===== src/rtl/bg_pkg.sv =====
package bg_pkg;
   typedef enum logic [1:0] {
      BG_IDLE = 2'd0,
      BG_WAIT = 2'd1,
      BG_OPEN = 2'd2
   } bg_state_e;
endpackage


===== src/rtl/bg_delay.sv =====
// One-shot cycle delay: 'done' is high in the cycle before edge start+N.
module bg_delay #(
   parameter int unsigned N = 4
) (
   input  logic clk,
   input  logic rst_n,
   input  logic start,
   input  logic cancel,
   output logic done
);
   localparam int unsigned W = (N > 1) ? $clog2(N) : 1;

   generate
      if (N < 1) begin : g_bad_n
         $error("bg_delay: N must be at least 1");
      end

      if (N == 1) begin : g_single
         logic act;
         always_ff @(posedge clk or negedge rst_n) begin
            if (!rst_n)      act <= 1'b0;
            else if (cancel) act <= 1'b0;
            else if (start)  act <= 1'b1;
            else             act <= 1'b0;
         end
         assign done = act;
      end else begin : g_count
         logic         act;
         logic [W-1:0] cnt;
         always_ff @(posedge clk or negedge rst_n) begin
            if (!rst_n) begin
               act <= 1'b0;
               cnt <= '0;
            end else if (cancel) begin
               act <= 1'b0;
               cnt <= '0;
            end else if (start) begin
               act <= 1'b1;
               cnt <= '0;
            end else if (done) begin
               act <= 1'b0;
            end else if (act) begin
               cnt <= cnt + 1'b1;
            end
         end
         assign done = act && (cnt == W'(N - 1));
      end
   endgenerate
endmodule


===== src/rtl/bg_clr_latch.sv =====
// Holds an early fast clear until it has been replayed.
module bg_clr_latch (
   input  logic clk,
   input  logic rst_n,
   input  logic set,
   input  logic release_i,
   output logic pend
);
   always_ff @(posedge clk or negedge rst_n) begin
      if (!rst_n)         pend <= 1'b0;
      else if (release_i) pend <= 1'b0;
      else if (set)       pend <= 1'b1;
   end
endmodule


===== src/rtl/bg_busy_gate.sv =====
module bg_busy_gate
   import bg_pkg::*;
#(
   parameter int unsigned STOP_CYC    = 400,
   parameter int unsigned ACC_DLY     = 480,
   parameter int unsigned CLR_DLY     = 16,
   parameter int unsigned REPLAY_DLY  = 10,
   parameter int unsigned TIMEOUT_CYC = 2000000
) (
   input  logic clk,
   input  logic rst_n,
   input  logic l0_trig,
   input  logic accept,
   input  logic fast_clr,
   output logic busy_gate,
   output logic clr_reissue,
   output logic timeout,
   output logic proto_err
);
   generate
      if (ACC_DLY <= STOP_CYC) begin : g_bad_acc
         $error("bg_busy_gate: ACC_DLY must exceed STOP_CYC");
      end
      if (TIMEOUT_CYC <= REPLAY_DLY + CLR_DLY) begin : g_bad_to
         $error("bg_busy_gate: TIMEOUT_CYC must exceed REPLAY_DLY + CLR_DLY");
      end
   endgenerate

   bg_state_e st_q, st_d;
   logic decided_q, err_q, reissue_q, tmo_q;
   logic in_flight, l0_take, decide_ok;
   logic acc_take, clr_early, clr_late;
   logic stop_fire, acc_fire, clr_fire, rep_fire, to_fire;
   logic early_pend, close_now;

   assign in_flight = (st_q != BG_IDLE);
   assign l0_take   = l0_trig && !in_flight;
   assign decide_ok = in_flight && !decided_q;
   assign acc_take  = accept && decide_ok;
   assign clr_early = fast_clr && !accept && decide_ok && (st_q == BG_WAIT);
   assign clr_late  = fast_clr && !accept && decide_ok && (st_q == BG_OPEN);
   assign close_now = (st_q == BG_OPEN) && (acc_fire || clr_fire || to_fire);

   bg_delay #(.N(STOP_CYC)) u_stop (
      .clk(clk), .rst_n(rst_n), .start(l0_take), .cancel(1'b0), .done(stop_fire));

   bg_delay #(.N(ACC_DLY)) u_acc (
      .clk(clk), .rst_n(rst_n), .start(acc_take), .cancel(close_now), .done(acc_fire));

   bg_delay #(.N(CLR_DLY)) u_clr (
      .clk(clk), .rst_n(rst_n), .start(clr_late || rep_fire), .cancel(close_now),
      .done(clr_fire));

   bg_delay #(.N(REPLAY_DLY)) u_rep (
      .clk(clk), .rst_n(rst_n), .start(stop_fire && (early_pend || clr_early)),
      .cancel(close_now), .done(rep_fire));

   bg_delay #(.N(TIMEOUT_CYC)) u_wdog (
      .clk(clk), .rst_n(rst_n), .start(stop_fire), .cancel(close_now), .done(to_fire));

   bg_clr_latch u_early (
      .clk(clk), .rst_n(rst_n), .set(clr_early), .release_i(rep_fire || close_now),
      .pend(early_pend));

   always_comb begin
      st_d = st_q;
      case (st_q)
         BG_IDLE: if (l0_take)   st_d = BG_WAIT;
         BG_WAIT: if (stop_fire) st_d = BG_OPEN;
         BG_OPEN: if (close_now) st_d = BG_IDLE;
         default:                st_d = BG_IDLE;
      endcase
   end

   always_ff @(posedge clk or negedge rst_n) begin
      if (!rst_n) begin
         st_q      <= BG_IDLE;
         decided_q <= 1'b0;
         err_q     <= 1'b0;
         reissue_q <= 1'b0;
         tmo_q     <= 1'b0;
      end else begin
         st_q      <= st_d;
         reissue_q <= rep_fire;
         tmo_q     <= close_now && to_fire && !acc_fire && !clr_fire;
         err_q     <= err_q || (l0_trig && in_flight)
                            || ((accept || fast_clr) && !in_flight);
         if (close_now)                            decided_q <= 1'b0;
         else if (acc_take || clr_early || clr_late) decided_q <= 1'b1;
      end
   end

   assign busy_gate   = (st_q == BG_OPEN);
   assign clr_reissue = reissue_q;
   assign timeout     = tmo_q;
   assign proto_err   = err_q;
endmodule


===== config.mk =====
export PLATFORM = sky130hd
export DESIGN_NAME = bg_busy_gate
export DESIGN_NICKNAME = d
export VERILOG_FILES = /design/src/rtl/bg_pkg.sv /design/src/rtl/bg_delay.sv /design/src/rtl/bg_clr_latch.sv /design/src/rtl/bg_busy_gate.sv
export SDC_FILE = /design/constraint.sdc
export NUM_CORES = 1
export LEC_CHECK = 0
export BUFFER_PORTS_ARGS = -buffer_cell sky130_fd_sc_hd__buf_2
export CORE_MARGIN = 10
export CORE_UTILIZATION = 30
export CTS_BUF_LIST = sky130_fd_sc_hd__clkbuf_4 sky130_fd_sc_hd__clkbuf_8
export CTS_CLUSTER_DIAMETER = 150
export DETAILED_ROUTE_END_ITERATION = 16
export HOLD_SLACK_MARGIN = 0.05
export PLACE_DENSITY_LB_ADDON = 0.15
export SLEW_MARGIN = 20
export SYNTH_ARGS = -nofsm -noshare
export SYNTH_HDL_FRONTEND = slang
export SYNTH_SLANG_ARGS = --single-unit

===== constraint.sdc =====
create_clock -name clk -period 2.24 [get_ports clk]
set_input_delay 0.112 -clock clk [delete_from_list [all_inputs] [get_ports clk]]
set_output_delay 0.112 -clock clk [all_outputs]
set_load 0.02 [all_outputs]

# ---- Yosys cells after proc, flatten, opt, wreduce, memory -nomap -nowiden
# Cells that the tools add are included.
dict set report word_totals {
  register_bits 59
  latchBits 0
  ramBits 0
  mem_bits_ro 0
  input_bits 5
  word_cells 131
  n_memories 0
}
dict set report classes {
  n_addsub 5
  n_mul 0
  n_div 0
  magnitude_cmp 0
  eq_ne 15
  n_shift 0
  n_mux 41
  bitwise_logic 0
  n_reduce_logical 54
}
# operator n
set op_table {}
lappend op_table {{$mux 21} 4}
lappend op_table {{$mux 9} 7}
lappend op_table {{$mux 4} 8}
lappend op_table {{$reduce_bool 3->1} 8}
lappend op_table {{$add 21x1->21 const B} 1}
lappend op_table {{$eq 21x21->1 const B} 1}
lappend op_table {{$logic_and 1x1->1} 19}
lappend op_table {{$add 9x1->9 const B} 2}
lappend op_table {{$eq 9x9->1 const B} 2}
lappend op_table {{$mux 1} 18}
lappend op_table {{$logic_or 1x1->1} 10}
lappend op_table {{$reduce_and 2->1} 5}
lappend op_table {{$reduce_bool 2->1} 5}
lappend op_table {{$add 4x1->4 const B} 2}
lappend op_table {{$eq 4x4->1 const B} 2}
lappend op_table {{$mux 2} 3}
lappend op_table {{$ne 2x2->1 const B} 3}
lappend op_table {{$ne 3x1->1 const B} 2}
lappend op_table {{$ne 3x2->1 const B} 2}
lappend op_table {{$pmux 2 s3} 1}
lappend op_table {{$logic_not 1->1} 5}
lappend op_table {{$reduce_and 3->1} 1}
lappend op_table {{$eq 2x1->1 const B} 1}
lappend op_table {{$eq 2x2->1 const B} 1}
lappend op_table {{other kinds (2)} 2}

# ---- Longest topological paths before layout
dict set report depth {
  depth_word 8
  ltp_mapped 9
  ltp_nobuf 7
}

# ---- Modules after synthesis
# From an unflattened synthesis, not the netlist that was laid out.
dict set report hier_totals {
  cells_unflattened 337
  area_unflattened_um2 3259.4
}
# module n_inst cells_each area_per_inst_um2 seq_area_each_um2
set modules_own_cells {}
lappend modules_own_cells {{bg_delay at u_wdog} 1 138 1276.2 550.5}
lappend modules_own_cells {{bg_delay at u_stop} 1 55 550.5 250.2}
lappend modules_own_cells {{bg_delay at u_acc} 1 56 549.3 250.2}
lappend modules_own_cells {bg_busy_gate 1 32 325.3 150.1}
lappend modules_own_cells {{bg_delay at u_rep} 1 27 272.8 125.1}
lappend modules_own_cells {{bg_delay at u_clr} 1 27 250.2 125.1}
lappend modules_own_cells {bg_clr_latch 1 2 35.0 25.0}

# ---- Worst setup path after synthesis
# No wires, ideal clock.
dict set report synth_path {
  kind {register to register}
  from {register u_acc.g_count.cnt[0]}
  to {register u_wdog.g_count.cnt[15]}
  arrival_time_ns 1.938
  required_time_ns 2.116
  slack_ns 0.178
  stages_incl_launch_ff 10
  path_buffers 2
  period_less_slack_ns 2.062
  path_cell_list {dfrtp_1 ha_1 nand4_1 nor3_2 a21oi_2 a21o_1 and2_1 buf_6 buf_6 a211o_1}
}
dict set report synth_via {
  elab_chain_len 7
}
# element line
set synth_rtl {}
lappend synth_rtl {{start, declared} bg_delay.sv:29} ;# logic [W-1:0] cnt;
lappend synth_rtl {{start signal, assigned} bg_delay.sv:43} ;# cnt <= cnt + 1'b1;
lappend synth_rtl {{$eq 9x9->1 (*)} bg_delay.sv:46} ;# assign done = act && (cnt == W'(N - 1));
lappend synth_rtl {{$logic_and 1x1->1 (*)} bg_delay.sv:46}
lappend synth_rtl {{$logic_or 1x1->1 (*) (2 in a row)} bg_busy_gate.sv:42} ;# assign close_now = (st_q == BG_OPEN) && (acc_fire || clr_fire || to_fire);
lappend synth_rtl {{$logic_and 1x1->1 (*)} bg_busy_gate.sv:42}
lappend synth_rtl {{$ne 3x2->1 (no source line) / $reduce_bool 3->1 (equally long branches)} n/a}
lappend synth_rtl {{$reduce_and 2->1 (no source line)} n/a}
lappend synth_rtl {{end signal, assigned} bg_delay.sv:43}
lappend synth_rtl {{end, declared} bg_delay.sv:29}
# Every way passes the cells marked *; elsewhere a longest branch is shown, timed or not.
# A chain may end at the register's enable or synchronous reset.

# ---- Final worst setup path
dict set report layout_path {
  from {register u_wdog.g_count.cnt[9]}
  to {register u_wdog.g_count.cnt[17]}
}
dict set report layout_via {
  elab_chain_len 6
}
# element
set layout_rtl {}
lappend layout_rtl {{parallel branches: the longest is 6 deep, another holds $add 21x1->21}}
# Parallel ways; which one is timed is not known. The select of a mux whose other input is x is not followed.

==> impl_metrics.json <==
{
  "status": "complete, no violations",
  "wl_per_cell_um": 13.2,
  "ys.flop_type": "dfrtp_1",
  "cts-root-buf": "clkbuf_8",
  "antenna_cells": 0,
  "async_flop_share": 1.00,
  "cp_data_arrival_time_ps": 2260,
  "clock_latency_ps": 340,
  "die-width_um": 120,
  "core_mm2": 0.00977,
  "finalCritPeriodShare": 0.909,
  "worst_pin_slew_ps": 763,
  "grt_pass1_vias": 2328,
  "r2r_setup_slack_ps": 200,
  "postSynthRegisterBits": 59,
  "area_growth_pct": 20.0,
  "final_max_slew_viol_count": 0,
  "vias": 2380,
  "synth_top_area_cell": "dfrtp_1",
  "ctsResizeCount": 0,
  "first_iter_violations": 165,
  "synth_common_cells": "dfrtp_1 (59), nor2_1 (37), nand2_1 (32), and3_1 (20), nor3_1 (20)",
  "antenna_found_initial": 0,
  "drive_gt1_frac": 0.167,
  "period_minus_slack_ps": 2040,
  "cts_max_path_buffers": 2,
  "synth_cells": 309,
  "fmax_mhz": 491,
  "pin_count": 9,
  "grt-ovfl-total": 0,
  "clkSinkCount": 59,
  "powerDensity_mw_per_mm2": 655,
  "postLayoutCoreUtil": 0.371,
  "crit_chain": "nor4b_2 -> nand4_2 -> a21o_1 -> and2_1 -> buf_12 -> a221o_1",
  "required_ps": 2470,
  "worstPathBufferInverterCount": 1,
  "max-vdd-ir-drop_mv": 0.315,
  "synth.most_common_cell": "dfrtp_1",
  "drc": 0,
  "num_rows": 36,
  "crit_family": "simple AND/OR/NAND/NOR gates",
  "grt_max_degree": 60,
  "p_leak_uw": 0.00169,
  "postCtsSetupRepairBufs": 0,
  "cts_tree": "yes",
  "start_kind": "flip-flop",
  "grt_usage": 0.0936,
  "cts_buffers": 9,
  "cp-end-kind": "flip-flop",
  "seq_area_frac_synth": 0.488,
  "cp_slowest_cell": "dfrtp_1",
  "detail-route-antenna-nets": 0,
  "avgSynthCellArea_um2": 9.78,
  "grt_pass1_wl_mm": 11.0,
  "drtPass1Iterations": 4,
  "setup_viol": 0,
  "slew-limit-headroom": 0.491,
  "yosysWarnings": 0,
  "start_util": 0.309,
  "rsz0062_at_grt": "false",
  "portBuffers": 8,
  "fin_skew_ps": 13.5,
  "gp_congestion": 0.739,
  "vias_per_cell": 4.90,
  "fin_tns_setup_ps": 0,
  "synth.area.top_cells": "dfrtp_1 (49%), xor2_1 (4.6%), nor2_1 (4.6%)",
  "dieArea_mm2": 0.0145,
  "synth_nets": 320,
  "critPathMaxStageDelay_ps": 390,
  "worstSetupPathType": "reg2reg",
  "maxCapViolCount": 0,
  "clk_pin_slew_ps": 70,
  "synth_edf_count": 0,
  "num-nets-final": 360,
  "cts_max_level": 3,
  "crit_fanout": 18,
  "die_height_um": 120,
  "wl_mm": 6.42,
  "mappedNetlistArea_mm2": 0.00302,
  "final-hold-violation-count": 0,
  "synth.distinct_cells": 47,
  "dpl.hpwl_mm": 4.38,
  "min_path_type": "in2reg",
  "synth_top_area_frac": 0.488
}
layout by cell type, fill, tap and decap left out, types with 8 or more instances in the layout:
cell / netlist / routed
dfrtp_1: 59 / 59
nor2_1: 37 / 37
nand2_1: 32 / 32
buf_4: 0 / 22
and3_1: 20 / 20
nor3_1: 20 / 20
xor2_1: 16 / 16
a211o_1: 15 / 15
nand3_1: 14 / 14
nand4_1: 12 / 12
a21oi_1: 11 / 11
clkbuf_8: 0 / 11
buf_2: 1 / 8
power breakdown:
part,leakage [uW],total [uW],switching [uW],internal [uW]
clock network,0.000106,1000,410,592
registers,0.000710,1190,61.3,1130
logic,0.000873,185,98.6,86.7
kinds of logic (layout without fill, tap and decap cells):
| kind of cell | after synthesis | after routing | synth area share |
|---|---|---|---|
| AND/OR/NAND/NOR | 164 | 164 | 0.289 |
| buffers and inverters | 13 | 57 | 0.0215 |
| adder cells (fa/ha/maj) | 6 | 6 | 0.0248 |
| AO/OA/AOI/OAI | 45 | 45 | 0.112 |
| flip-flops | 59 | 59 | 0.488 |
| XOR/XNOR | 20 | 20 | 0.0579 |
| multiplexers | 2 | 2 | 0.00662 |
registers in the layout, summed over array words and instances (netlist names):
signal	count
clr_reissue	1
decided_q	1
proto_err	1
st_q	2
timeout	1
u_acc.g_count.act	1
u_acc.g_count.cnt	9
u_clr.g_count.act	1
u_clr.g_count.cnt	4
u_early.pend	1
u_rep.g_count.act	1
u_rep.g_count.cnt	4
u_stop.g_count.act	1
u_stop.g_count.cnt	9
u_wdog.g_count.act	1
u_wdog.g_count.cnt	21
worst paths after layout:
path	start	to	cells past startpoint
min in group asynchronous	rst_n	u_acc.g_count.cnt[5]	3
setup / recovery	u_wdog.g_count.cnt[9]	u_wdog.g_count.cnt[17]	6
setup reg to reg	u_wdog.g_count.cnt[9]	u_wdog.g_count.cnt[17]	6
max in group asynchronous	rst_n	u_wdog.g_count.cnt[9]	3
hold / removal	accept	decided_q	5
hold reg to reg	decided_q	decided_q	2
metal layers:
layer	track usage	wire (um)	vias up	part of all wire
met2	0.145	2830	18	0.44
met4	0.0543	158	0	0.025
met3	0.0205	148	11	0.023
met5	0	0	-	0
li1	-	-	1204	-
met1	0.118	3280	1147	0.51
through the flow:
| step | cell area [um^2] | total power, uW | setup WS [ps] | hold slack, ps | std cells |
|---|---|---|---|---|---|
| after detailed placement | 3400 | 1400 | 151 | 325 | 468 |
| after CTS | 3630 | 2430 | 117 | 138 | 486 |
| after floorplan | 3020 | 1320 | 178 | -184 | 309 |
| after global placement | 3400 | 1390 | 173 | 329 | 468 |
| final | 3630 | 2380 | 203 | 160 | 486 |
| after global routing | 3630 | 2500 | 28.2 | 198 | 486 |
layout make-up:
class | instances | area (um^2)
inverters | 7 | 26.3
repair buffers | 35 | 275
well taps | 133 | 166
flip-flops and latches | 59 | 1480
multi-input cells | 237 | 1480
fillers | 1025 | 6150
clock buffers | 13 | 166
clock inverters | 2 | 35.0
worst reg2reg max path: stages (launching register included):
cell	delay, ps
dfrtp_1	390
nor4b_2	380
nand4_2	270
a21o_1	230
and2_1	160
buf_12	150
a221o_1	350
what timing repair did:
item / 4_1_cts / 5_1_grt
setup endpoints to repair: 0 / 6
hold buffers: 3 / 0
hold endpoints to repair: 60 / 0
Power figures use the tool's default switching activity.
